==> src/rtl/nibble_port_pkg.sv <==
package nibble_port_pkg;

   typedef enum logic [1:0] {
      TX_IDLE    = 2'd0,
      TX_ARMED   = 2'd1,
      TX_COLLECT = 2'd2
   } tx_state_t;

   function automatic int nibbles_per_cell(input int units);
      return 2 * units;
   endfunction

endpackage

==> src/rtl/nib_cell_store.sv <==
module nib_cell_store #(
   parameter int W     = 8,
   parameter int DEPTH = 53,
   parameter int AW    = $clog2(DEPTH)
) (
   input  logic          clk,
   input  logic          wr_en,
   input  logic [AW-1:0] wr_addr,
   input  logic [W-1:0]  wr_data,
   input  logic [AW-1:0] rd_addr,
   output logic [W-1:0]  rd_data
);
   logic [W-1:0] mem [DEPTH];

   initial assert (DEPTH >= 2) else $error("store depth too small");

   always_ff @(posedge clk) begin
      if (wr_en) mem[wr_addr] <= wr_data;
   end

   assign rd_data = mem[rd_addr];
endmodule

==> src/rtl/nib_tx_collect.sv <==
module nib_tx_collect
   import nibble_port_pkg::*;
#(
   parameter int NIB_W      = 4,
   parameter int CELL_UNITS = 53,
   parameter bit HI_FIRST   = 1'b1,
   parameter int AW         = $clog2(CELL_UNITS)
) (
   input  logic                 clk,
   input  logic                 rst_n,
   output logic                 tx_strobe,
   input  logic                 tx_frame,
   input  logic [NIB_W-1:0]     tx_nib,
   output logic                 tx_frame_err,
   output logic                 wr_en,
   output logic [AW-1:0]        wr_addr,
   output logic [2*NIB_W-1:0]   wr_data,
   output logic [AW-1:0]        rd_addr,
   input  logic                 take,
   output logic                 full
);
   localparam int NIBS = nibbles_per_cell(CELL_UNITS);
   localparam int CW   = $clog2(NIBS + 1);

   tx_state_t        st;
   logic [CW-1:0]    cnt;
   logic [NIB_W-1:0] hold;
   logic             full_q;
   logic [AW-1:0]    rd_q;
   logic             err_q;
   logic             accept_nib;

   assign tx_strobe    = !full_q;
   assign full         = full_q;
   assign rd_addr      = rd_q;
   assign tx_frame_err = err_q;
   assign accept_nib   = tx_strobe && !tx_frame && (st != TX_IDLE);
   assign wr_en        = accept_nib && cnt[0];
   assign wr_addr      = AW'(cnt >> 1);

   generate
      if (HI_FIRST) begin : g_hi_first
         assign wr_data = {hold, tx_nib};
      end else begin : g_lo_first
         assign wr_data = {tx_nib, hold};
      end
   endgenerate

   always_ff @(posedge clk) begin
      if (!rst_n) begin
         st     <= TX_IDLE;
         cnt    <= '0;
         hold   <= '0;
         full_q <= 1'b0;
         rd_q   <= '0;
         err_q  <= 1'b0;
      end else begin
         err_q <= 1'b0;
         if (tx_strobe) begin
            if (tx_frame) begin
               if (st == TX_COLLECT) err_q <= 1'b1;
               st  <= TX_ARMED;
               cnt <= '0;
            end else if (st != TX_IDLE) begin
               if (!cnt[0]) hold <= tx_nib;
               if (cnt == CW'(NIBS - 1)) begin
                  full_q <= 1'b1;
                  st     <= TX_IDLE;
                  cnt    <= '0;
               end else begin
                  cnt <= cnt + 1'b1;
                  st  <= TX_COLLECT;
               end
            end
         end
         if (full_q && take) begin
            if (rd_q == AW'(CELL_UNITS - 1)) begin
               rd_q   <= '0;
               full_q <= 1'b0;
            end else begin
               rd_q <= rd_q + 1'b1;
            end
         end
      end
   end

   assert_cnt_bound_R5: assert property (@(posedge clk) disable iff (!rst_n)
      cnt < CW'(NIBS));

   assert_full_after_cell_R2: assert property (@(posedge clk) disable iff (!rst_n)
      $rose(full_q) |-> ($past(st) == TX_COLLECT) && ($past(cnt) == CW'(NIBS - 1)));

   assert_err_mid_cell_R5: assert property (@(posedge clk) disable iff (!rst_n)
      err_q |-> ($past(st) == TX_COLLECT) && $past(tx_frame));

   assert_frozen_when_full_R7: assert property (@(posedge clk) disable iff (!rst_n)
      ($past(full_q) && full_q) |-> ($stable(hold) && (cnt == '0) && (st == TX_IDLE)));
endmodule

==> src/rtl/nib_rx_present.sv <==
module nib_rx_present #(
   parameter int NIB_W      = 4,
   parameter int CELL_UNITS = 53,
   parameter bit HI_FIRST   = 1'b1,
   parameter int AW         = $clog2(CELL_UNITS)
) (
   input  logic                 clk,
   input  logic                 rst_n,
   input  logic                 line_rx_valid,
   output logic                 line_rx_room,
   output logic                 wr_en,
   output logic [AW-1:0]        wr_addr,
   output logic [AW-1:0]        rd_addr,
   input  logic [2*NIB_W-1:0]   rd_data,
   input  logic                 rx_rdy,
   output logic                 rx_frame,
   output logic [NIB_W-1:0]     rx_nib
);
   localparam int NIBS = nibbles_per_cell_l(CELL_UNITS);
   localparam int CW   = $clog2(NIBS + 1);

   function automatic int nibbles_per_cell_l(input int units);
      return 2 * units;
   endfunction

   logic             full_q;
   logic [AW-1:0]    widx;
   logic             sending;
   logic [CW-1:0]    nidx;
   logic             frame_q;
   logic [NIB_W-1:0] nib_q;
   logic [NIB_W-1:0] sel;

   assign line_rx_room = !full_q;
   assign wr_en        = line_rx_valid && !full_q;
   assign wr_addr      = widx;
   assign rd_addr      = AW'(nidx >> 1);
   assign rx_frame     = frame_q;
   assign rx_nib       = nib_q;

   generate
      if (HI_FIRST) begin : g_hi_first
         assign sel = nidx[0] ? rd_data[NIB_W-1:0] : rd_data[2*NIB_W-1:NIB_W];
      end else begin : g_lo_first
         assign sel = nidx[0] ? rd_data[2*NIB_W-1:NIB_W] : rd_data[NIB_W-1:0];
      end
   endgenerate

   always_ff @(posedge clk) begin
      if (!rst_n) begin
         full_q  <= 1'b0;
         widx    <= '0;
         sending <= 1'b0;
         nidx    <= '0;
         frame_q <= 1'b0;
         nib_q   <= '0;
      end else begin
         if (wr_en) begin
            if (widx == AW'(CELL_UNITS - 1)) begin
               widx   <= '0;
               full_q <= 1'b1;
            end else begin
               widx <= widx + 1'b1;
            end
         end
         frame_q <= 1'b0;
         if (rx_rdy) begin
            if (!sending) begin
               nib_q <= '0;
               if (full_q) begin
                  frame_q <= 1'b1;
                  sending <= 1'b1;
                  nidx    <= '0;
               end
            end else begin
               nib_q <= sel;
               if (nidx == CW'(NIBS - 1)) begin
                  sending <= 1'b0;
                  full_q  <= 1'b0;
                  nidx    <= '0;
               end else begin
                  nidx <= nidx + 1'b1;
               end
            end
         end
      end
   end

   assert_frame_single_R9: assert property (@(posedge clk) disable iff (!rst_n)
      frame_q |=> !frame_q);

   assert_frame_cause_R9: assert property (@(posedge clk) disable iff (!rst_n)
      frame_q |-> $past(rx_rdy) && $past(full_q) && !$past(sending));

   assert_idle_zero_R10: assert property (@(posedge clk) disable iff (!rst_n)
      (rx_rdy && !full_q && !sending) |=> (nib_q == '0) && !frame_q);

   assert_read_needs_cell_R11: assert property (@(posedge clk) disable iff (!rst_n)
      sending |-> full_q);
endmodule

==> src/rtl/nibble_cell_port.sv <==
module nibble_cell_port #(
   parameter int NIB_W      = 4,
   parameter int CELL_UNITS = 53,
   parameter bit HI_FIRST   = 1'b1
) (
   input  logic                 clk,
   input  logic                 rst_n,
   output logic                 tx_strobe,
   input  logic                 tx_frame,
   input  logic [NIB_W-1:0]     tx_nib,
   output logic                 tx_frame_err,
   output logic                 line_tx_valid,
   output logic                 line_tx_first,
   output logic [2*NIB_W-1:0]   line_tx_byte,
   input  logic                 line_tx_take,
   input  logic                 line_rx_valid,
   input  logic [2*NIB_W-1:0]   line_rx_byte,
   output logic                 line_rx_room,
   input  logic                 rx_rdy,
   output logic                 rx_frame,
   output logic [NIB_W-1:0]     rx_nib
);
   localparam int UNIT_W = 2 * NIB_W;
   localparam int AW     = $clog2(CELL_UNITS);

   initial assert (NIB_W >= 1 && CELL_UNITS >= 2) else $error("bad port geometry");

   logic              t_wr_en;
   logic [AW-1:0]     t_wr_addr;
   logic [UNIT_W-1:0] t_wr_data;
   logic [AW-1:0]     t_rd_addr;
   logic              t_full;

   logic              r_wr_en;
   logic [AW-1:0]     r_wr_addr;
   logic [AW-1:0]     r_rd_addr;
   logic [UNIT_W-1:0] r_rd_data;

   nib_tx_collect #(.NIB_W(NIB_W), .CELL_UNITS(CELL_UNITS), .HI_FIRST(HI_FIRST), .AW(AW)) u_tx (
      .clk          (clk),
      .rst_n        (rst_n),
      .tx_strobe    (tx_strobe),
      .tx_frame     (tx_frame),
      .tx_nib       (tx_nib),
      .tx_frame_err (tx_frame_err),
      .wr_en        (t_wr_en),
      .wr_addr      (t_wr_addr),
      .wr_data      (t_wr_data),
      .rd_addr      (t_rd_addr),
      .take         (line_tx_take),
      .full         (t_full)
   );

   nib_cell_store #(.W(UNIT_W), .DEPTH(CELL_UNITS), .AW(AW)) u_tx_store (
      .clk     (clk),
      .wr_en   (t_wr_en),
      .wr_addr (t_wr_addr),
      .wr_data (t_wr_data),
      .rd_addr (t_rd_addr),
      .rd_data (line_tx_byte)
   );

   assign line_tx_valid = t_full;
   assign line_tx_first = t_full && (t_rd_addr == '0);

   nib_rx_present #(.NIB_W(NIB_W), .CELL_UNITS(CELL_UNITS), .HI_FIRST(HI_FIRST), .AW(AW)) u_rx (
      .clk           (clk),
      .rst_n         (rst_n),
      .line_rx_valid (line_rx_valid),
      .line_rx_room  (line_rx_room),
      .wr_en         (r_wr_en),
      .wr_addr       (r_wr_addr),
      .rd_addr       (r_rd_addr),
      .rd_data       (r_rd_data),
      .rx_rdy        (rx_rdy),
      .rx_frame      (rx_frame),
      .rx_nib        (rx_nib)
   );

   nib_cell_store #(.W(UNIT_W), .DEPTH(CELL_UNITS), .AW(AW)) u_rx_store (
      .clk     (clk),
      .wr_en   (r_wr_en),
      .wr_addr (r_wr_addr),
      .wr_data (line_rx_byte),
      .rd_addr (r_rd_addr),
      .rd_data (r_rd_data)
   );
endmodule

==> config.mk <==
export PLATFORM = sky130hd
export DESIGN_NAME = nibble_cell_port
export DESIGN_NICKNAME = d
export VERILOG_FILES = /design/src/rtl/nibble_port_pkg.sv /design/src/rtl/nib_cell_store.sv /design/src/rtl/nib_tx_collect.sv /design/src/rtl/nib_rx_present.sv /design/src/rtl/nibble_cell_port.sv
export SDC_FILE = /design/constraint.sdc
export NUM_CORES = 1
export LEC_CHECK = 0
export BUFFER_PORTS_ARGS = -buffer_cell sky130_fd_sc_hd__buf_2
export CAP_MARGIN = 10
export CORE_MARGIN = 1
export CORE_UTILIZATION = 55
export DETAILED_ROUTE_END_ITERATION = 8
export PLACE_DENSITY = 0.71
export SYNTH_ARGS = -nofsm -noshare
export SYNTH_HDL_FRONTEND = slang
export SYNTH_SLANG_ARGS = --single-unit
==> constraint.sdc <==
create_clock -name clk -period 3.7 [get_ports clk]
set_input_delay 0.74 -clock clk [delete_from_list [all_inputs] [get_ports clk]]
set_output_delay 0.74 -clock clk [all_outputs]
set_load 0.05 [all_outputs]
==> results of run 1 <==
==> cell usage in the layout, fill, tap and decap left out, types with 7 or more instances in the layout <==
cell type,n
mux2_2,13
nand4_1,7
a21oi_1,13
mux2i_1,50
nand3_1,32
o2111ai_1,7
buf_4,132
nor2_1,146
mux4_2,225
clkinv_2,10
edfxtp_1,848
nor2b_1,15
o21ai_0,15
nand3b_1,7
xnor2_1,7
a21boi_0,8
buf_2,27
nand2_1,74
clkinvlp_4,8
xor2_1,8
buf_12,11
ha_1,8
clkbuf_1,24
clkbuf_16,93
dfxtp_1,43
clkinv_1,11
a22oi_1,11
inv_1,14
==> state kept, by name, indices dropped and copies added (netlist names), named ones only <==
name / count
u_rx_store.mem: 424
u_tx_store.mem: 424
u_rx.nidx: 7
u_tx.cnt: 7
u_rx.wr_addr: 6
u_tx.rd_addr: 6
u_rx.rx_nib: 4
u_tx.hold: 4
u_tx.st: 2
u_rx.full_q: 1
u_rx.rx_frame: 1
u_rx.sending: 1
u_tx.full: 1
u_tx.tx_frame_err: 1
==> repair_timing <==
| action | 4_1_cts | 5_1_grt |
|---|---|---|
| pin swaps | 0 | 0 |
| cloned | 5 | 3 |
| gates resized for setup | 24 | 2 |
| hold endpoints to repair | 0 | 0 |
| endpoints found under the setup margin | 8 | 8 |
| buffers inserted | 6 | 1 |
==> worst min-delay path by stage <==
stage / from / to / depth (start not counted)
after floorplan: u_tx.st[1]$_SDFFE_PN0P_ / u_tx.tx_frame_err$_SDFF_PP0_ / 2
after global placement: u_tx.st[1]$_SDFFE_PN0P_ / u_tx.tx_frame_err$_SDFF_PP0_ / 2
after detailed placement: u_tx.st[1]$_SDFFE_PN0P_ / u_tx.tx_frame_err$_SDFF_PP0_ / 2
after CTS: tx_frame / u_tx.tx_frame_err$_SDFF_PP0_ / 3
after global routing: tx_frame / u_tx.tx_frame_err$_SDFF_PP0_ / 3
final: tx_frame / u_tx.tx_frame_err$_SDFF_PP0_ / 3
==> power groups by stage <==
stage / clock network (uW) / logic, uW / registers [uW]
after CTS: 8850 / 215 / 11200
after detailed placement: 0 / 213 / 11400
final: 8750 / 214 / 11200
after floorplan: 0 / 61.8 / 11400
after global placement: 0 / 201 / 11400
after global routing: 9240 / 232 / 11200
==> metal layers <==
metal | part of all wire, % | track usage [%] | wire, um | vias to the layer above
met3 | 7.3 | 4.04 | 5680 | 140
li1 | - | - | - | 7436
met1 | 38 | 32.4 | 29500 | 9100
met5 | 0.017 | 0 | 13 | -
met4 | 2.8 | 7.80 | 2190 | 2
met2 | 52 | 42.5 | 40400 | 806
==> synth_stat cells, drive strengths merged (14+ instances only) <==
library cell	count
inv	14
mux4	225
o21ai	16
edfxtp	848
nand2	74
clkbuf	41
nor2b	15
buf	50
mux2i	50
nand3	32
dfxtp	53
nor2	146
==> through the flow <==
stage | total power, uW | TNS (ns) | worst slack, ns | std cells | utilization, %
2_1_floorplan | 11500 | 0 | 0.394 | 1727 | -
3_3_place_gp | 11600 | 0 | 0.389 | 2655 | 58.8
3_5_place_dp | 11600 | 0 | 0.369 | 2655 | 58.8
4_1_cts | 20300 | -1.46 | -0.212 | 2827 | 63.7
5_1_grt | 20700 | -1.77 | -0.244 | 2830 | 63.8
6_report | 20200 | -1.24 | -0.170 | 2830 | 63.8
==> kinds of logic after synthesis <==
logic type / share of synthesized area (%)
buffers and inverters: 1.40
xor gates and xnor gates: 0.375
DFF: 75.7
AOI/OAI and AO/OA: 1.82
adders and majority gates: 0.286
and+or+nand+nor: 4.12
muxes: 16.3
==> final cells by class <==
| cell class | instances | area [sq um] | share of cell area [%] |
|---|---|---|---|
| Clock inverter | 41 | 392 | 0.974 |
| Clock buffer | 120 | 2420 | 6.03 |
| Sequential cell | 901 | 26600 | 66.0 |
| Tap cell | 846 | 1060 | 2.63 |
| Timing Repair Buffer | 187 | 1690 | 4.20 |
| Multi-Input combinational cell | 721 | 8040 | 20.0 |
| Inverter | 14 | 52.6 | 0.131 |
==> worst max-delay path: cells and delay by family, from the launching register on <==
kind,cells,cell delay (ns)
flops,1,0.45
mux,3,1.53
buf+inv,3,0.51
==> flow_metrics.env, run 1 <==
export IMPL_status="complete, but fails checks"
export IMPL_violations="DRC, setup timing"
export IMPL_design_area_sq_um=40200
export IMPL_reg2reg_depth=6
export IMPL_path_common_cell="mux4_2"
export IMPL_grt_max_degree=55
export IMPL_drv_cap=0
export IMPL_nFillCells=4213
export IMPL_critPathMaxFanout=7
export IMPL_io_buffer_count=35
export IMPL_synthArstFlopShare_pct=0
export IMPL_yosysTopAreaCell="edfxtp_1"
export IMPL_cts_root_buffer="clkbuf_16"
export IMPL_die_h_um=254
export IMPL_htree_levels=3
export IMPL_crit_chain="buf_12 > buf_16 > mux4_2 > mux4_2 > mux4_2 > buf_4"
export IMPL_areaGrowthSynthToFinish_pct=14.7
export IMPL_final_hold_viol_count=0
export IMPL_setup_viol=8
export IMPL_cp_endpoint="line_tx_byte[1]"
export IMPL_grt_pass1_vias=17700
export IMPL_power_density_nw_per_um2=501
export IMPL_relSlewSlack_pct=21.2
export IMPL_ys_seq_area_share_pct=75.7
export IMPL_routed_wl_um=77800
export IMPL_seq_power_share_pct=55.5
export IMPL_path_class="reg2out"
export IMPL_track_usage_pct=24.7
export IMPL_synth_edf_count=848
export IMPL_worstReg2RegEnd="u_rx.rx_nib[1]$_SDFFE_PN0P_"
export IMPL_ir_drop_mv=0.500
export IMPL_tightest_slew_ns=1.17
export IMPL_dpl_cell_area_sq_um=37000
export IMPL_clk_latency_ns=0.64
export IMPL_routabilityCongestion=0.871
export IMPL_numCtsBuffers=88
export IMPL_drive_gt1_share_pct=28.9
export IMPL_arrival_ns=3.13
export IMPL_avgSynthCellArea_sq_um=20.3
export IMPL_pwr_share_comb_pct=1.1
export IMPL_reg2reg_slack_ns=0.72
export IMPL_rows=92
export IMPL_ant_nets=0
export IMPL_internal_power_uw=16200
export IMPL_cts_tree="done"
export IMPL_crit_required_ns=2.96
export IMPL_fp_dieW_um=254
export IMPL_critPathCaptureType="primary output"
export IMPL_cts_sinks=901
export IMPL_core_sq_um=63000
export IMPL_via_per_inst=6.18
export IMPL_max_freq_ghz=0.258
export IMPL_num_vias=17500
export IMPL_ctsHoldBuffers=0
export IMPL_drv_slew=0
export IMPL_hpwl_um=46800
export IMPL_syn_nets=1753
export IMPL_layout_setup_ws_ns=-0.170
export IMPL_initial_core_util_pct=55.7
export IMPL_synth_top_area_share_pct=72.7
export IMPL_hold_path_class="in2reg"
export IMPL_yosys_warnings=0
export IMPL_synth_cell_type_count=58
export IMPL_critPathSlowestCell="mux4_2"
export IMPL_antenna_cells=0
export IMPL_synth_ff_type="edfxtp_1"
export IMPL_drc=1
export IMPL_start_kind="register"
export IMPL_fin_skew_ns=0.0254
export IMPL_grt_pass1_wl_um=114000
export IMPL_dieArea_sq_um=64700
export IMPL_clock_path_buffers=3
export IMPL_ioPinCount=36
export IMPL_timing_final_crit_period_ns=3.87
export IMPL_synth_area_leaders="edfxtp_1 73%, mux4_2 14%, dfxtp_1 3.0%, nor2_1 1.6%, mux2i_1 1.4%"
export IMPL_path_clk_slew_ns=0.06
export IMPL_antenna_found_initial=2
export IMPL_p_leak_uw=0.0127
export IMPL_clockPowerShare_pct=43.4
export IMPL_rsz0062_at_grt="yes"
export IMPL_first_pass_iters=7
export IMPL_synthCells=1727
export IMPL_layout_nets=1939
export IMPL_post_drt_wl_per_cell_um=27.5
export IMPL_power_switching_uw=3930
export IMPL_swShare_pct=19.5
export IMPL_gr_total_overflow=0
export IMPL_netlist_area_sq_um=35000
export IMPL_hold_slack_ns=0.415
export IMPL_synth_seq_cells=901
export IMPL_slowest_delay_ns=0.53
export IMPL_fin_crit_sh_pct=105
export IMPL_first_iter_violations=1903
Power figures use the tool's default switching activity.
==> inputs of run 2 (changes only) <==
--- a/config.mk
+++ b/config.mk
@@ -6,7 +6,7 @@
 export NUM_CORES = 1
 export LEC_CHECK = 0
 export BUFFER_PORTS_ARGS = -buffer_cell sky130_fd_sc_hd__buf_2
-export CAP_MARGIN = 10
+export CAP_MARGIN = 20
 export CORE_MARGIN = 1
 export CORE_UTILIZATION = 55
 export DETAILED_ROUTE_END_ITERATION = 8
==> constraint.sdc (replaced) <==
create_clock -name clk -period 4.79 [get_ports clk]
set_input_delay 0.958 -clock clk [delete_from_list [all_inputs] [get_ports clk]]
set_output_delay 0.958 -clock clk [all_outputs]
set_load 0.05 [all_outputs]
==> run 2 against run 1 <==
Compared with the run above:
- the run ends with DRC left
- flip-flop and latch count did not move
- final cell count fell by 4.2%
- utilization fell by 1.9 points
- sequential power fell by 23%
- clock power fell by 23%
- critical path type unchanged
- highest routed layer is now met4
==> flow_metrics.env, run 2 (same netlist as run 1, synthesis figures left out) <==
export IMPL_status="complete, but fails checks"
export IMPL_violations="DRC"
export IMPL_layout_nets=1825
export IMPL_via_per_inst=6.25
export IMPL_final_common_cell="edfxtp_1"
export IMPL_critPathSlowestCell="dfxtp_4"
export IMPL_ctsResizeCount=0
export IMPL_cts_root_buffer="clkbuf_16"
export IMPL_fin_skew_ns=0.0209
export IMPL_numCtsBuffers=88
export IMPL_cts_tree="done"
export IMPL_multiInputGateArea_sq_um=8030
export IMPL_io_buffer_count=35
export IMPL_num_vias=16900
export IMPL_first_iter_violations=1855
export IMPL_hpwl_um=46600
export IMPL_crit_required_ns=3.83
export IMPL_fp_dieW_um=254
export IMPL_ioPinCount=36
export IMPL_ff_latch_area_sq_um=26600
export IMPL_gr_total_overflow=0
export IMPL_ir_drop_mv=0.351
export IMPL_final_util_pct=61.9
export IMPL_antenna_cells=0
export IMPL_reg2reg_from="u_rx.full_q$_SDFF_PN0_"
export IMPL_ant_nets=0
export IMPL_path_class="reg2out"
export IMPL_timing_final_crit_period_ns=4.42
export IMPL_final_hold_viol_count=0
export IMPL_path_common_cell="mux4_2"
export IMPL_setup_viol=0
export IMPL_start_kind="register"
export IMPL_reg_largest_list="u_rx_store.mem (424), u_tx_store.mem (424)"
export IMPL_routabilityCongestion=0.824
export IMPL_postCtsSetupRepairBufs=0
export IMPL_setup_tns_ns=0
export IMPL_initial_core_util_pct=55.7
export IMPL_critPathCaptureType="primary output"
export IMPL_min_from="u_tx.st[1]$_SDFFE_PN0P_"
export IMPL_mostFrequentLayoutCells="848 x edfxtp_1, 225 x mux4_2, 146 x nor2_1"
export IMPL_first_pass_iters=8
export IMPL_htree_levels=3
export IMPL_crit_chain="buf_12 > mux4_2 > mux4_2 > mux4_2 > buf_2"
export IMPL_fin_crit_sh_pct=92.4
export IMPL_antenna_found_initial=0
export IMPL_power_density_nw_per_um2=398
export IMPL_rsz0062_at_grt="no"
export IMPL_core_sq_um=63000
export IMPL_path_clk_slew_ns=0.06
export IMPL_grt_pass1_wl_um=113000
export IMPL_drv_slew=0
export IMPL_max_freq_ghz=0.226
export IMPL_cts_sinks=901
export IMPL_routed_wl_um=75700
export IMPL_areaGrowthSynthToFinish_pct=11.3
export IMPL_slowest_delay_ns=0.65
export IMPL_grt_pass1_vias=17500
export IMPL_drc=1
export IMPL_relSlewSlack_pct=28.1
export IMPL_rows=92
export IMPL_die_h_um=254
export IMPL_grt_max_degree=55
export IMPL_clock_path_buffers=3
export IMPL_nFillCells=4353
export IMPL_dieArea_sq_um=64700
export IMPL_hold_path_class="reg2reg"
export IMPL_p_leak_uw=0.0120
export IMPL_critPathMaxFanout=34
export IMPL_tightest_slew_ns=1.08
export IMPL_hold_slack_ns=0.477
export IMPL_drv_cap=0
export IMPL_ctsHoldBuffers=0
export IMPL_arrival_ns=3.47
export IMPL_drive_gt1_share_pct=24.5
export IMPL_post_drt_wl_per_cell_um=27.9
export IMPL_clk_latency_ns=0.62
export IMPL_track_usage_pct=24.2
export IMPL_p_total_uw=15500
-- run 2: cell count changes in the layout (fill, tap and decap cells not counted), sizes merged --
cell / before / now
clkinv: 24 / 38
clkbuf: 123 / 104
bufinv: 6 / 8
clkinvlp: 8 / 3
buf: 184 / 73
-- run 2: layer usage --
metal  track usage (%)  up-vias  wire length (um)
li1                  -     7204                 -
met1              31.9     8917             29400
met2              41.6      692             39200
met3              3.52      136              4920
met4              8.02        0              2260
met5                 0        -                 0
-- run 2: worst paths after layout --
check	slack [ns]	endpoint	cells past startpoint
worst max-delay path	0.37	line_tx_byte[0]	5
worst min-delay path	0.48	u_tx.tx_frame_err$_SDFF_PP0_	2
worst max register to register	1.88	u_rx_store.mem[7][0]$_DFFE_PP_	4
worst min register to register	0.48	u_tx.tx_frame_err$_SDFF_PP0_	2
-- run 2: worst max-delay path: cells and delay by family (launching register included) --
kind	cells	cell delay (ns)
DFF	1	0.65
buffers and inverters	2	0.57
muxes	3	1.59
-- run 2: power breakdown --
part | total (uW) | switching, uW | internal [uW]
registers | 8640 | 29.6 | 8620
clock network | 6720 | 2850 | 3880
logic | 164 | 135 | 28.7
-- run 2: layout make-up --
class                   count  share of cell area, %
flip-flops and latches    901                   68.1
clock buffers             104                   5.94
multi-input cells         721                   20.6
well taps                 846                   2.71
inverters                  14                  0.135
clock inverters            52                   1.20
repair buffers             73                   1.33
-- run 2: per-stage QoR --
step	cell area [sq um]	instances	setup slack [ns]
finish	39000	2711	0.366
global route	39000	2711	0.214
CTS	39000	2710	0.287
detailed placement	36200	2554	0.953
global placement	36200	2554	0.980
floorplan	35000	1727	0.850
==> inputs of run 3 (changes only) <==
--- a/config.mk
+++ b/config.mk
@@ -7,8 +7,9 @@
 export LEC_CHECK = 0
 export BUFFER_PORTS_ARGS = -buffer_cell sky130_fd_sc_hd__buf_2
 export CAP_MARGIN = 20
-export CORE_MARGIN = 1
+export CORE_MARGIN = 4
 export CORE_UTILIZATION = 55
+export CTS_BUF_LIST = sky130_fd_sc_hd__clkbuf_4 sky130_fd_sc_hd__clkbuf_8 sky130_fd_sc_hd__clkbuf_16
 export DETAILED_ROUTE_END_ITERATION = 8
 export PLACE_DENSITY = 0.71
 export SYNTH_ARGS = -nofsm -noshare
==> run 3 against run 2 <==
Compared with the run above:
- the flow now finishes without violations
- largest power group unchanged
- critical endpoint is now line_tx_byte[2]
- combinational power about the same
- highest routed layer unchanged
- global-route usage down 1.0 points
- sequential share of layout area down 0.41 points
- largest cell class unchanged
==> flow_metrics.env, run 3 (same netlist as run 1, synthesis figures left out) <==
export IMPL_reg_largest_list="u_rx_store.mem (424), u_tx_store.mem (424)"
export IMPL_num_vias=17100
export IMPL_first_iter_violations=1770
export IMPL_whs_path_depth=2
export IMPL_dieArea_sq_um=67800
export IMPL_layout_setup_ws_ns=0.361
export IMPL_arrival_ns=3.47
export IMPL_areaGrowthSynthToFinish_pct=12.0
export IMPL_routed_wl_um=76200
export IMPL_fp_dieW_um=260
export IMPL_grt_pass1_wl_um=116000
export IMPL_cts_root_buffer="clkbuf_16"
export IMPL_initial_core_util_pct=55.6
export IMPL_hold_path_class="reg2reg"
export IMPL_gr_total_overflow=0
export IMPL_setup_tns_ns=0
export IMPL_antenna_found_initial=0
export IMPL_ff_latch_area_sq_um=26600
export IMPL_crit_required_ns=3.83
export IMPL_status="complete, no violations"
export IMPL_p_total_uw=15800
export IMPL_numCtsBuffers=89
export IMPL_postCtsSetupRepairBufs=0
export IMPL_drive_gt1_share_pct=25.8
export IMPL_ant_nets=0
export IMPL_max_freq_ghz=0.226
export IMPL_reg2reg_depth=7
export IMPL_grt_max_degree=57
export IMPL_timing_final_crit_period_ns=4.43
export IMPL_core_sq_um=63100
export IMPL_final_common_cell="edfxtp_1"
export IMPL_antenna_cells=0
export IMPL_track_usage_pct=23.2
export IMPL_power_density_nw_per_um2=402
export IMPL_rsz0062_at_grt="no"
export IMPL_ctsHoldBuffers=0
export IMPL_first_pass_iters=6
export IMPL_drc=0
export IMPL_design_area_sq_um=39200
export IMPL_path_clk_slew_ns=0.06
export IMPL_io_buffer_count=35
export IMPL_routabilityCongestion=0.826
export IMPL_cp_endpoint="line_tx_byte[2]"
export IMPL_hpwl_um=45900
export IMPL_ir_drop_mv=0.361
export IMPL_worstReg2RegEnd="u_rx.rx_nib[0]$_SDFFE_PN0P_"
export IMPL_fin_crit_sh_pct=92.5
export IMPL_rows=92
export IMPL_nFillCells=4374
export IMPL_post_place_ws_ns=0.955
export IMPL_drv_slew=0
export IMPL_ioPinCount=36
export IMPL_path_class="reg2out"
export IMPL_layout_nets=1830
export IMPL_mostFrequentLayoutCells="848 x edfxtp_1, 225 x mux4_2, 146 x nor2_1"
export IMPL_multiInputGateArea_sq_um=8030
export IMPL_tightest_slew_ns=1.13
export IMPL_dpl_cell_area_sq_um=36200
export IMPL_clk_latency_ns=0.64
export IMPL_start_kind="register"
export IMPL_clock_path_buffers=3
export IMPL_htree_levels=3
export IMPL_grt_pass1_vias=17400
export IMPL_via_per_inst=6.26
export IMPL_cts_sinks=901
export IMPL_final_hold_viol_count=0
export IMPL_relSlewSlack_pct=24.1
export IMPL_p_leak_uw=0.0121
export IMPL_post_drt_wl_per_cell_um=28.0
export IMPL_fin_skew_ns=0.0268
export IMPL_setup_viol=0
export IMPL_drv_cap=0
export IMPL_ctsResizeCount=0
export IMPL_cts_tree="done"
export IMPL_critPathMaxFanout=25
export IMPL_reg2reg_slack_ns=1.89
export IMPL_die_h_um=260
export IMPL_critPathCaptureType="primary output"
run 3: worst min-delay path by stage:
stage                                        from                      endpoint  slack [ns]
final                     u_tx.st[1]$_SDFFE_PN0P_  u_tx.tx_frame_err$_SDFF_PP0_        0.48
after global routing      u_tx.st[0]$_SDFFE_PN0P_  u_tx.tx_frame_err$_SDFF_PP0_        0.51
after CTS                 u_tx.st[1]$_SDFFE_PN0P_  u_tx.tx_frame_err$_SDFF_PP0_        0.49
after global placement    u_tx.st[1]$_SDFFE_PN0P_  u_tx.tx_frame_err$_SDFF_PP0_        0.47
after detailed placement  u_tx.st[1]$_SDFFE_PN0P_  u_tx.tx_frame_err$_SDFF_PP0_        0.49
after floorplan           u_tx.st[1]$_SDFFE_PN0P_  u_tx.tx_frame_err$_SDFF_PP0_        0.44
run 3: metal layers:
metal  wire length (um)  vias up  GRT usage, %  part of all wire [%]
li1                   -     7224             -                     -
met1              29700     8942          31.8                    39
met2              39800      764          39.3                    52
met3               4900      139          3.97                   6.4
met4               1870        0          6.08                   2.5
met5                  0        -             0                     0
run 3: cell type report:
type,count,share of cell area [%]
Multi-Input combinational cell,721,20.5
Tap cell,846,2.70
Inverter,14,0.134
Clock inverter,51,1.18
Clock buffer,115,6.37
Sequential cell,901,67.7
Timing Repair Buffer,77,1.48
run 3: critical path, cell delays in order, from the launching register on:
cell and delay [ns]:
dfxtp_4 0.72, buf_12 0.29, mux4_2 0.53, mux4_2 0.52, mux4_2 0.53, buf_2 0.24
run 3: power by group:
group | switching [uW] | leakage, uW | internal (uW)
clock | 2880 | 0.00148 | 4080
combinational | 134 | 0.00240 | 28.9
sequential | 29.4 | 0.00826 | 8620
total | 3050 | 0.0121 | 12700
run 3: metrics by stage:
stage	hold slack (ns)	std cells	util [%]
after floorplan	0.440	1727	-
after global placement	0.474	2556	57.5
after detailed placement	0.488	2556	57.5
after CTS	0.490	2722	62.2
after global routing	0.512	2725	62.2
final	0.483	2725	62.2
